<file path="src/rtl/can_txmon_pkg.sv">
package can_txmon_pkg;

  localparam int unsigned ST_WARN    = 0;
  localparam int unsigned ST_PASSIVE = 1;
  localparam int unsigned ST_BUSOFF  = 2;
  localparam int unsigned ST_W       = 3;

  // one counter update: optional increment with ceiling, then optional decrement with floor
  function automatic logic [31:0] tec_step(input logic [31:0] cur, input logic inc,
                                           input logic dec, input logic [31:0] step,
                                           input logic [31:0] ceil);
    logic [31:0] v;
    v = inc ? cur + step : cur;
    if (v > ceil) v = ceil;
    if (dec && v != 32'd0) v = v - 32'd1;
    return v;
  endfunction

  // level classification of a counter value
  function automatic logic [ST_W-1:0] classify(input logic [31:0] tec, input logic [31:0] warn_lvl,
                                               input logic [31:0] passive_lvl,
                                               input logic [31:0] busoff_lvl);
    logic [ST_W-1:0] s;
    s[ST_WARN]    = (tec >= warn_lvl);
    s[ST_PASSIVE] = (tec >= passive_lvl);
    s[ST_BUSOFF]  = (tec >= busoff_lvl);
    return s;
  endfunction

endpackage

</file>
<file path="src/rtl/txmon_err_counter.sv">
module txmon_err_counter
  import can_txmon_pkg::*;
#(
  parameter int unsigned TEC_W       = 9,
  parameter int unsigned INC_STEP    = 8,
  parameter int unsigned WARN_LVL    = 96,
  parameter int unsigned PASSIVE_LVL = 128,
  parameter int unsigned BUSOFF_LVL  = 256
) (
  input  logic             clk,
  input  logic             rst_n,
  input  logic             recover_i,
  input  logic             inc_i,
  input  logic             dec_i,
  output logic [TEC_W-1:0] tec_o,
  output logic [ST_W-1:0]  level_o,
  output logic [ST_W-1:0]  enter_o
);

  localparam logic [31:0] TEC_MAX = 32'((64'd1 << TEC_W) - 64'd1);

  logic [TEC_W-1:0] tec_q;
  logic [TEC_W-1:0] tec_d;
  logic [ST_W-1:0]  cur_lvl;
  logic [ST_W-1:0]  nxt_lvl;
  logic             frozen;

  assign cur_lvl = classify(32'(tec_q), WARN_LVL, PASSIVE_LVL, BUSOFF_LVL);
  assign frozen  = cur_lvl[ST_BUSOFF];

  always_comb begin
    if (recover_i)   tec_d = '0;
    else if (frozen) tec_d = tec_q;
    else             tec_d = TEC_W'(tec_step(32'(tec_q), inc_i, dec_i, INC_STEP, TEC_MAX));
  end

  assign nxt_lvl = classify(32'(tec_d), WARN_LVL, PASSIVE_LVL, BUSOFF_LVL);
  assign enter_o = nxt_lvl & ~cur_lvl;
  assign level_o = cur_lvl;
  assign tec_o   = tec_q;

  always_ff @(posedge clk) begin
    if (!rst_n) tec_q <= '0;
    else        tec_q <= tec_d;
  end

  assert_busoff_hold_R9: assert property (@(posedge clk) disable iff (!rst_n)
    (cur_lvl[ST_BUSOFF] && !recover_i) |=> $stable(tec_q));

  assert_recover_zero_R9: assert property (@(posedge clk) disable iff (!rst_n)
    recover_i |=> (tec_q == '0));

  assert_no_underflow_R5: assert property (@(posedge clk) disable iff (!rst_n)
    (tec_q == '0 && dec_i && !inc_i && !recover_i) |=> (tec_q == '0));

  assert_inc_step_R4: assert property (@(posedge clk) disable iff (!rst_n)
    (inc_i && !dec_i && !recover_i && !cur_lvl[ST_BUSOFF] && 32'(tec_q) + INC_STEP <= TEC_MAX)
      |=> (32'(tec_q) == 32'($past(tec_q)) + INC_STEP));

  assert_single_entry_R7: assert property (@(posedge clk) disable iff (!rst_n)
    $onehot0(enter_o));

endmodule

</file>
<file path="src/rtl/txmon_buf_edge.sv">
module txmon_buf_edge #(
  parameter int unsigned NBUF = 3
) (
  input  logic            clk,
  input  logic            rst_n,
  input  logic [NBUF-1:0] busy_i,
  output logic [NBUF-1:0] freed_o
);

  logic [NBUF-1:0] busy_q;

  always_ff @(posedge clk) begin
    if (!rst_n) busy_q <= '0;
    else        busy_q <= busy_i;
  end

  assign freed_o = busy_q & ~busy_i;

endmodule

</file>
<file path="src/rtl/txmon_w1c_bank.sv">
module txmon_w1c_bank #(
  parameter int unsigned N = 7
) (
  input  logic         clk,
  input  logic         rst_n,
  input  logic [N-1:0] set_i,
  input  logic         clr_wr_i,
  input  logic [N-1:0] clr_mask_i,
  output logic [N-1:0] flag_o
);

  for (genvar g = 0; g < N; g++) begin : g_flag
    logic flag_q;
    always_ff @(posedge clk) begin
      if (!rst_n)                        flag_q <= 1'b0;
      else if (set_i[g])                 flag_q <= 1'b1;
      else if (clr_wr_i && clr_mask_i[g]) flag_q <= 1'b0;
    end
    assign flag_o[g] = flag_q;

    assert_set_wins_R3: assert property (@(posedge clk) disable iff (!rst_n)
      set_i[g] |=> flag_o[g]);

    assert_clear_works_R3: assert property (@(posedge clk) disable iff (!rst_n)
      (clr_wr_i && clr_mask_i[g] && !set_i[g]) |=> !flag_o[g]);

    assert_hold_unmasked_R3: assert property (@(posedge clk) disable iff (!rst_n)
      (!set_i[g] && !(clr_wr_i && clr_mask_i[g])) |=> $stable(flag_o[g]));
  end

endmodule

</file>
<file path="src/rtl/can_tx_event_monitor.sv">
module can_tx_event_monitor
  import can_txmon_pkg::*;
#(
  parameter int unsigned NBUF        = 3,
  parameter int unsigned TEC_W       = 9,
  parameter int unsigned INC_STEP    = 8,
  parameter int unsigned WARN_LVL    = 96,
  parameter int unsigned PASSIVE_LVL = 128,
  parameter int unsigned BUSOFF_LVL  = 256,
  localparam int unsigned NFLAG      = NBUF + 1 + ST_W
) (
  input  logic             clk,
  input  logic             rst_n,
  input  logic             recover_i,
  input  logic [NBUF-1:0]  buf_busy_i,
  input  logic             tx_err_stb_i,
  input  logic             tx_ok_stb_i,
  input  logic             rx_err_evt_i,
  input  logic             clr_wr_i,
  input  logic [NFLAG-1:0] clr_mask_i,
  output logic [NBUF-1:0]  buf_irq_o,
  output logic             err_irq_o,
  output logic [ST_W-1:0]  stat_flags_o,
  output logic [TEC_W-1:0] tec_o,
  output logic             warn_o,
  output logic             passive_o,
  output logic             busoff_o
);

  logic [NBUF-1:0]  buf_freed;
  logic [ST_W-1:0]  lvl;
  logic [ST_W-1:0]  lvl_enter;
  logic             err_set;
  logic [NFLAG-1:0] flag_set;
  logic [NFLAG-1:0] flags;

  txmon_err_counter #(
    .TEC_W(TEC_W), .INC_STEP(INC_STEP), .WARN_LVL(WARN_LVL),
    .PASSIVE_LVL(PASSIVE_LVL), .BUSOFF_LVL(BUSOFF_LVL)
  ) u_cnt (
    .clk(clk), .rst_n(rst_n), .recover_i(recover_i),
    .inc_i(tx_err_stb_i), .dec_i(tx_ok_stb_i),
    .tec_o(tec_o), .level_o(lvl), .enter_o(lvl_enter)
  );

  txmon_buf_edge #(.NBUF(NBUF)) u_edge (
    .clk(clk), .rst_n(rst_n), .busy_i(buf_busy_i), .freed_o(buf_freed)
  );

  assign err_set  = (|lvl_enter) | rx_err_evt_i;
  assign flag_set = {lvl_enter, err_set, buf_freed};

  txmon_w1c_bank #(.N(NFLAG)) u_flags (
    .clk(clk), .rst_n(rst_n), .set_i(flag_set),
    .clr_wr_i(clr_wr_i), .clr_mask_i(clr_mask_i), .flag_o(flags)
  );

  assign buf_irq_o    = flags[NBUF-1:0];
  assign err_irq_o    = flags[NBUF];
  assign stat_flags_o = flags[NFLAG-1:NBUF+1];
  assign warn_o       = lvl[ST_WARN];
  assign passive_o    = lvl[ST_PASSIVE];
  assign busoff_o     = lvl[ST_BUSOFF];

  for (genvar b = 0; b < NBUF; b++) begin : g_bufchk
    assert_buf_flag_R2: assert property (@(posedge clk) disable iff (!rst_n)
      buf_freed[b] |=> buf_irq_o[b]);
  end

  assert_entry_err_R8: assert property (@(posedge clk) disable iff (!rst_n)
    (|lvl_enter) |=> err_irq_o);

  assert_rx_err_R8: assert property (@(posedge clk) disable iff (!rst_n)
    rx_err_evt_i |=> err_irq_o);

  assert_passive_implies_warn_R6: assert property (@(posedge clk) disable iff (!rst_n)
    passive_o |-> warn_o);

  assert_busoff_entry_R7: assert property (@(posedge clk) disable iff (!rst_n)
    $rose(busoff_o) |-> stat_flags_o[ST_BUSOFF]);

endmodule

</file>
<file path="config.mk">
export PLATFORM = sky130hd
export DESIGN_NAME = can_tx_event_monitor
export DESIGN_NICKNAME = d
export VERILOG_FILES = /design/src/rtl/can_txmon_pkg.sv /design/src/rtl/txmon_err_counter.sv /design/src/rtl/txmon_buf_edge.sv /design/src/rtl/txmon_w1c_bank.sv /design/src/rtl/can_tx_event_monitor.sv
export SDC_FILE = /design/constraint.sdc
export NUM_CORES = 1
export LEC_CHECK = 0
export ABC_CLOCK_PERIOD_IN_PS = 3200
export CORE_MARGIN = 3
export CORE_UTILIZATION = 46
export DETAILED_ROUTE_END_ITERATION = 12
export PLACE_DENSITY = 0.79
export SLEW_MARGIN = 25
export SYNTH_ARGS = -nofsm -noshare
export SYNTH_HDL_FRONTEND = slang
export SYNTH_SLANG_ARGS = --single-unit
</file>
<file path="constraint.sdc">
create_clock -name clk -period 3.2 [get_ports clk]
set_input_delay 0.8 -clock clk [delete_from_list [all_inputs] [get_ports clk]]
set_output_delay 0.8 -clock clk [all_outputs]
set_load 0.05 [all_outputs]
</file>
Word level (Yosys, flattened, before mapping)
Cells that the tools add are included.
Widths: inputs -> output; s select.
{"block": "word_totals", "reg_bits": 19, "in_bits": 17, "output_inout_bits": 19, "wordCells": 61}
{"block": "classes", "add_sub_neg": 2, "n_lt_le_gt_ge": 7, "n_mux": 21, "bitwise_logic": 5, "reduce_logical": 17}
{"op": "$mux 32", "count": 4}
{"op": "$gt 32x9->1 const B", "count": 1}
{"op": "$reduce_bool 32->1", "count": 1}
{"op": "$mux 9", "count": 3}
{"op": "$ge 9x7->1 const B", "count": 2}
{"op": "$ge 9x8->1 const B", "count": 2}
{"op": "$ge 9x9->1 const B", "count": 2}
{"op": "$mux 1", "count": 14}
{"op": "$reduce_bool 2->1", "count": 7}
{"op": "$add 9x4->10 const B", "count": 1}
{"op": "$sub 9x1->9 const B", "count": 1}
{"op": "$logic_and 1x1->1", "count": 8}
{"op": "$and 3x3->3", "count": 2}
{"op": "$not 3->3", "count": 2}
{"op": "$reduce_or 3->1", "count": 1}
{"op": "$or 1x1->1", "count": 1}

Depth between registers and ports, before layout
Gate-level depths: netlist of run 1.
{"block": "depth", "depth_word": 16, "ltp_mapped": 11, "depth_no_buf": 10}

Modules after synthesis
From an unflattened synthesis of run 1, not the netlist that was laid out.
{"block": "hier_totals", "hier_cells": 160, "area_unflattened_um2": 1275.0}
{"mod": "txmon_err_counter", "instances": 1, "cells_each": 115, "area_per_inst_um2": 868.3, "seq_area_each_um2": 180.2}
{"mod": "txmon_w1c_bank", "instances": 1, "cells_each": 35, "area_per_inst_um2": 297.8, "seq_area_each_um2": 140.1}
{"mod": "txmon_buf_edge", "instances": 1, "cells_each": 9, "area_per_inst_um2": 101.3, "seq_area_each_um2": 60.1}
{"mod": "can_tx_event_monitor", "instances": 1, "cells_each": 1, "area_per_inst_um2": 7.5, "seq_area_each_um2": 0.0}

Least setup slack after synthesis of run 1
OpenSTA, ideal clock, no wires.
{"block": "synth_path", "path_type": "register to register", "from": "register u_cnt.tec_q[4], in the netlist u_cnt.tec_o[4]", "to": "register u_flags.g_flag[3].flag_q", "setup_time_ns": 0.079, "arrival_time_ns": 2.718, "t_required_ns": 3.121, "slack_ns": 0.404, "stages_incl_launch_ff": 12, "path_buffers": 1, "synth_period_minus_slack_ns": 2.796, "path_cell_list": "dfxtp_1 -> ha_1 -> and4_1 -> buf_2 -> a31oi_1 -> ha_1 -> nor2b_1 -> o211ai_1 -> nor4b_1 -> o221a_2 -> o211ai_2 -> o211ai_1"}
{"block": "synth_via", "elab_chain_len": 16, "elab_cells_between_ends": 24, "classes_between": "add/sub: 2; order compare: 7; mux: 8; bitwise: 3; reduce/logical: 4"}
{"item": "from (decl)", "line_no": "txmon_err_counter.sv:22", "text": "logic [TEC_W-1:0] tec_q;"}
{"item": "from (signal assigned)", "line_no": "txmon_err_counter.sv:44", "text": "else tec_q <= tec_d;"}
{"item": "branches (longest 12 deep; another with $gt 32x9->1)"}
{"item": "$and 3x3->3 (*)", "line_no": "txmon_err_counter.sv:38", "text": "assign enter_o = nxt_lvl & ~cur_lvl;"}
{"item": "$reduce_or 3->1 (*)", "line_no": "can_tx_event_monitor.sv:50", "text": "assign err_set = (|lvl_enter) | rx_err_evt_i;"}
{"item": "$or 1x1->1 (*)", "line_no": "can_tx_event_monitor.sv:50"}
{"item": "$mux 1 / $reduce_bool 2->1 (equally long branches)"}
{"item": "to (signal assigned)", "line_no": "txmon_w1c_bank.sv:15", "text": "if (!rst_n) flag_q <= 1'b0;"}
{"item": "to (signal assigned)", "line_no": "txmon_w1c_bank.sv:16", "text": "else if (set_i[g]) flag_q <= 1'b1;"}
{"item": "to (signal assigned)", "line_no": "txmon_w1c_bank.sv:17", "text": "else if (clr_wr_i && clr_mask_i[g]) flag_q <= 1'b0;"}
{"item": "to (decl)", "line_no": "txmon_w1c_bank.sv:13", "text": "logic flag_q;"}
Mark *: on every way between the ends. The select of a mux whose other input is x is not followed.
A chain may end at the register's enable or synchronous reset.

Worst setup path after layout of run 1
{"block": "layout_path", "from": "register u_cnt.tec_q[8], in the netlist u_cnt.tec_o[8]", "to": "output passive_o"}
{"block": "layout_via", "elab_chain_len": 1}
{"item": "$ge 9x8->1", "line_no": "can_txmon_pkg.sv:25", "text": "s[ST_PASSIVE] = (tec >= passive_lvl);"}
{"item": "to (decl)", "line_no": "can_tx_event_monitor.sv:26", "text": "output logic passive_o,"}
Every way passes these cells.

==> results of run 1 <==
## layout make-up
type                            count  area (sq um)  area share
Multi-Input combinational cell    107           719       0.462
Tap cell                           28          35.0      0.0225
Timing Repair Buffer               40           388       0.249
Sequential cell                    19           380       0.244
Inverter                            2          7.51     0.00482
Clock buffer                        4          26.3      0.0169
## metal layers
layer / share of wire / vias up
li1: - / 571
met1: 0.44 / 501
met2: 0.47 / 41
met5: 0 / -
met4: 0.0086 / 0
met3: 0.075 / 4
## cell families (layout without fill, tap and decap cells)
kind of cell / Yosys count / count (layout) / share of synthesized area
AO/OA/AOI/OAI: 36 / 36 / 0.213
adder cells (fa/ha/maj): 2 / 2 / 0.0209
buffers and inverters: 16 / 46 / 0.0796
multiplexers: 1 / 1 / 0.0188
AND/OR/NAND/NOR: 62 / 62 / 0.299
flip-flops: 19 / 19 / 0.318
XOR/XNOR: 6 / 6 / 0.0503
## worst min-delay path by stage
stage,startpoint,end,slack (ns)
floorplan,u_flags.g_flag[5].flag_q,u_flags.g_flag[5].flag_q,0.44
global placement,u_flags.g_flag[5].flag_q,u_flags.g_flag[5].flag_q,0.45
detailed placement,u_flags.g_flag[5].flag_q,u_flags.g_flag[5].flag_q,0.46
CTS,u_flags.g_flag[5].flag_q,u_flags.g_flag[5].flag_q,0.48
global route,u_flags.g_flag[5].flag_q,u_flags.g_flag[5].flag_q,0.50
finish,u_flags.g_flag[5].flag_q,u_flags.g_flag[5].flag_q,0.47
## sequential cells by signal (all words and copies together) (netlist names)
signal                 flops
u_cnt.tec_o                9
u_flags.g_flag.flag_q      7
u_edge.busy_q              3
## metrics by stage
| stage | hold WS [ns] | utilization | setup WS [ns] | instance area [sq um] |
|---|---|---|---|---|
| finish | 0.474 | 0.665 | 0.332 | 1560 |
| global route | 0.496 | 0.665 | 0.172 | 1560 |
| CTS | 0.481 | 0.665 | 0.344 | 1560 |
| detailed placement | 0.462 | 0.654 | 0.0195 | 1530 |
| global placement | 0.445 | 0.654 | 0.0882 | 1530 |
| floorplan | 0.435 | - | 0.404 | 1190 |
## report_power, final
group          switching (uW)  internal [uW]  leakage (uW)  total, uW
sequential               11.4            250      0.000155        261
clock                    72.7           48.6     0.0000150        121
combinational             117           90.5      0.000436        207
## worst max-delay path, stage by stage (launching register included)
cell             delay (ns)
dfxtp_1                0.65
nor2_1                 0.20
inv_1                  0.12
clkdlybuf4s50_1        0.80
## Yosys cell counts (all sizes together)
cell type / instances
a21boi: 2
a21o: 1
a21oi: 8
a221oi: 1
a22oi: 1
a31o: 1
a31oi: 2
and2: 4
and3: 1
and4: 1
buf: 9
clkbuf: 5
dfxtp: 19
ha: 2
inv: 2
mux2i: 1
nand2: 12
nand2b: 2
nand3: 7
nand3b: 1
nand4: 3
nand4b: 2
nor2: 9
nor2b: 11
nor3: 2
nor4b: 2
o211a: 3
o211ai: 6
o21ai: 7
o21bai: 1
o221a: 2
o311ai: 1
or2: 2
or3: 2
or4: 1
xnor2: 2
xor2: 4
==> impl_metrics.toml, run 1 <==
[yosys]
netlist_top_cells_area = "dfxtp_1, nor2b_1, buf_4, nand2_1, a21oi_1"
syn_nets = 161
seq_area_frac_synth = 0.318
synthCells = 142
synth.avg_cell_area_sq_um = 8.41
synth_area_sq_um = 1190
synth.ff_latch_count = 19
synth_top_area_frac = 0.318
yosys.cell_types.count = 44
yosysWarnings = 0
synth.largest_area_cell = "dfxtp_1"

[hold_path]
holdPathStages = 2
hold_path.class = "reg2reg"

[die]
ios = 36
core_area_sq_um = 2340
die-area_sq_um = 3250
num_rows = 17
die_w_um = 57.0
die_y_um = 57.0
start_util = 0.511

[global_route]
grt_antenna_before_repair = 0
grt_max_degree = 16
grt.overflow.total = 0
use_met2 = 0.290
globalRouteMet1Util = 0.253
top_usage_layer = "met2"
grt_pass1_vias = 1066
grt_pass1_wl_um = 4880
grt.met3_usage = 0.0520
grt_use_total = 0.183

[critical_path]
cp-end-kind = "primary output"
worstPathArrival_ns = 2.07
r2r_end = "u_flags.g_flag[3].flag_q"
crit_fanout = 15
critPathLaunchType = "register"
reg2reg_depth = 9
worstPathRequired_ns = 2.40
reg2reg_slack_ns = 0.55
critPathLaunch = "u_cnt.tec_o[8]"
crit_path_end = "passive_o"
timing.rr.start = "u_cnt.tec_o[3]"
crit_type = "reg2out"

[power]
total_power_uw = 590
p_leak_uw = 0.000606
p_per_area_nw_per_um2 = 379
peakVddDrop_uv = 238

[clocking]
cts.sinks = 19
cts_resized = 0
clockBufferDepth = 2
clock_latency_ns = 0.30
cts_setup_buffers = 0
cts_root_buffer = "clkbuf_4"
hold_buffers = 0
clkSlewWorstSetupHoldPaths_ns = 0.10
cts_tree = "yes"
htreeDepth = 1
cts_buffers = 3

[sta]
setup_viol = 0
worst_slew_pin_slew_ns = 0.512
tns_ns = 0
fmax_ghz = 0.349
finClkSkew_ns = 0.00272
slew_headroom = 0.658
min_period_ns = 2.87
final-hold-violation-count = 0
final_max_slew_viol_count = 0
period_share = 0.896
rsz0062_at_grt = "no"

[finish]
nets = 192
fillers = 209
syn_to_final_growth_pct = 30.3
n_antenna_cell = 0
final_cell_mix = "clkdlybuf4s50_1, dfxtp_1, nand2_1"
final_common_cell = "clkdlybuf4s50_1"
drive_above_1_share = 0.0930
layoutNonFillerInstCount = 200

[routing]
wl_per_cell_um = 13.9
ant_nets = 0
drt_iter0_drc = 25
vias = 1117
vias_per_cell = 5.59
post-route-drc-count = 0
first_pass_iters = 5
wl_um = 2780

[place]
gp_congestion = 0.841
hpwlAfterDp_um = 2150
port_buffers = 35
placedCellCount = 196

[run_status]
outcome = "complete, no violations"

[run]
cap_violations = 0
Power figures use the tool's default switching activity.
==> inputs of run 2 (changes only) <==
--- a/config.mk
+++ b/config.mk
@@ -9,6 +9,7 @@
 export CORE_MARGIN = 3
 export CORE_UTILIZATION = 46
 export DETAILED_ROUTE_END_ITERATION = 12
+export HOLD_SLACK_MARGIN = 0.02
 export PLACE_DENSITY = 0.79
 export SLEW_MARGIN = 25
 export SYNTH_ARGS = -nofsm -noshare
==> results of run 2 <==
Final layout, timing and power as in run 1 (identical DEF).
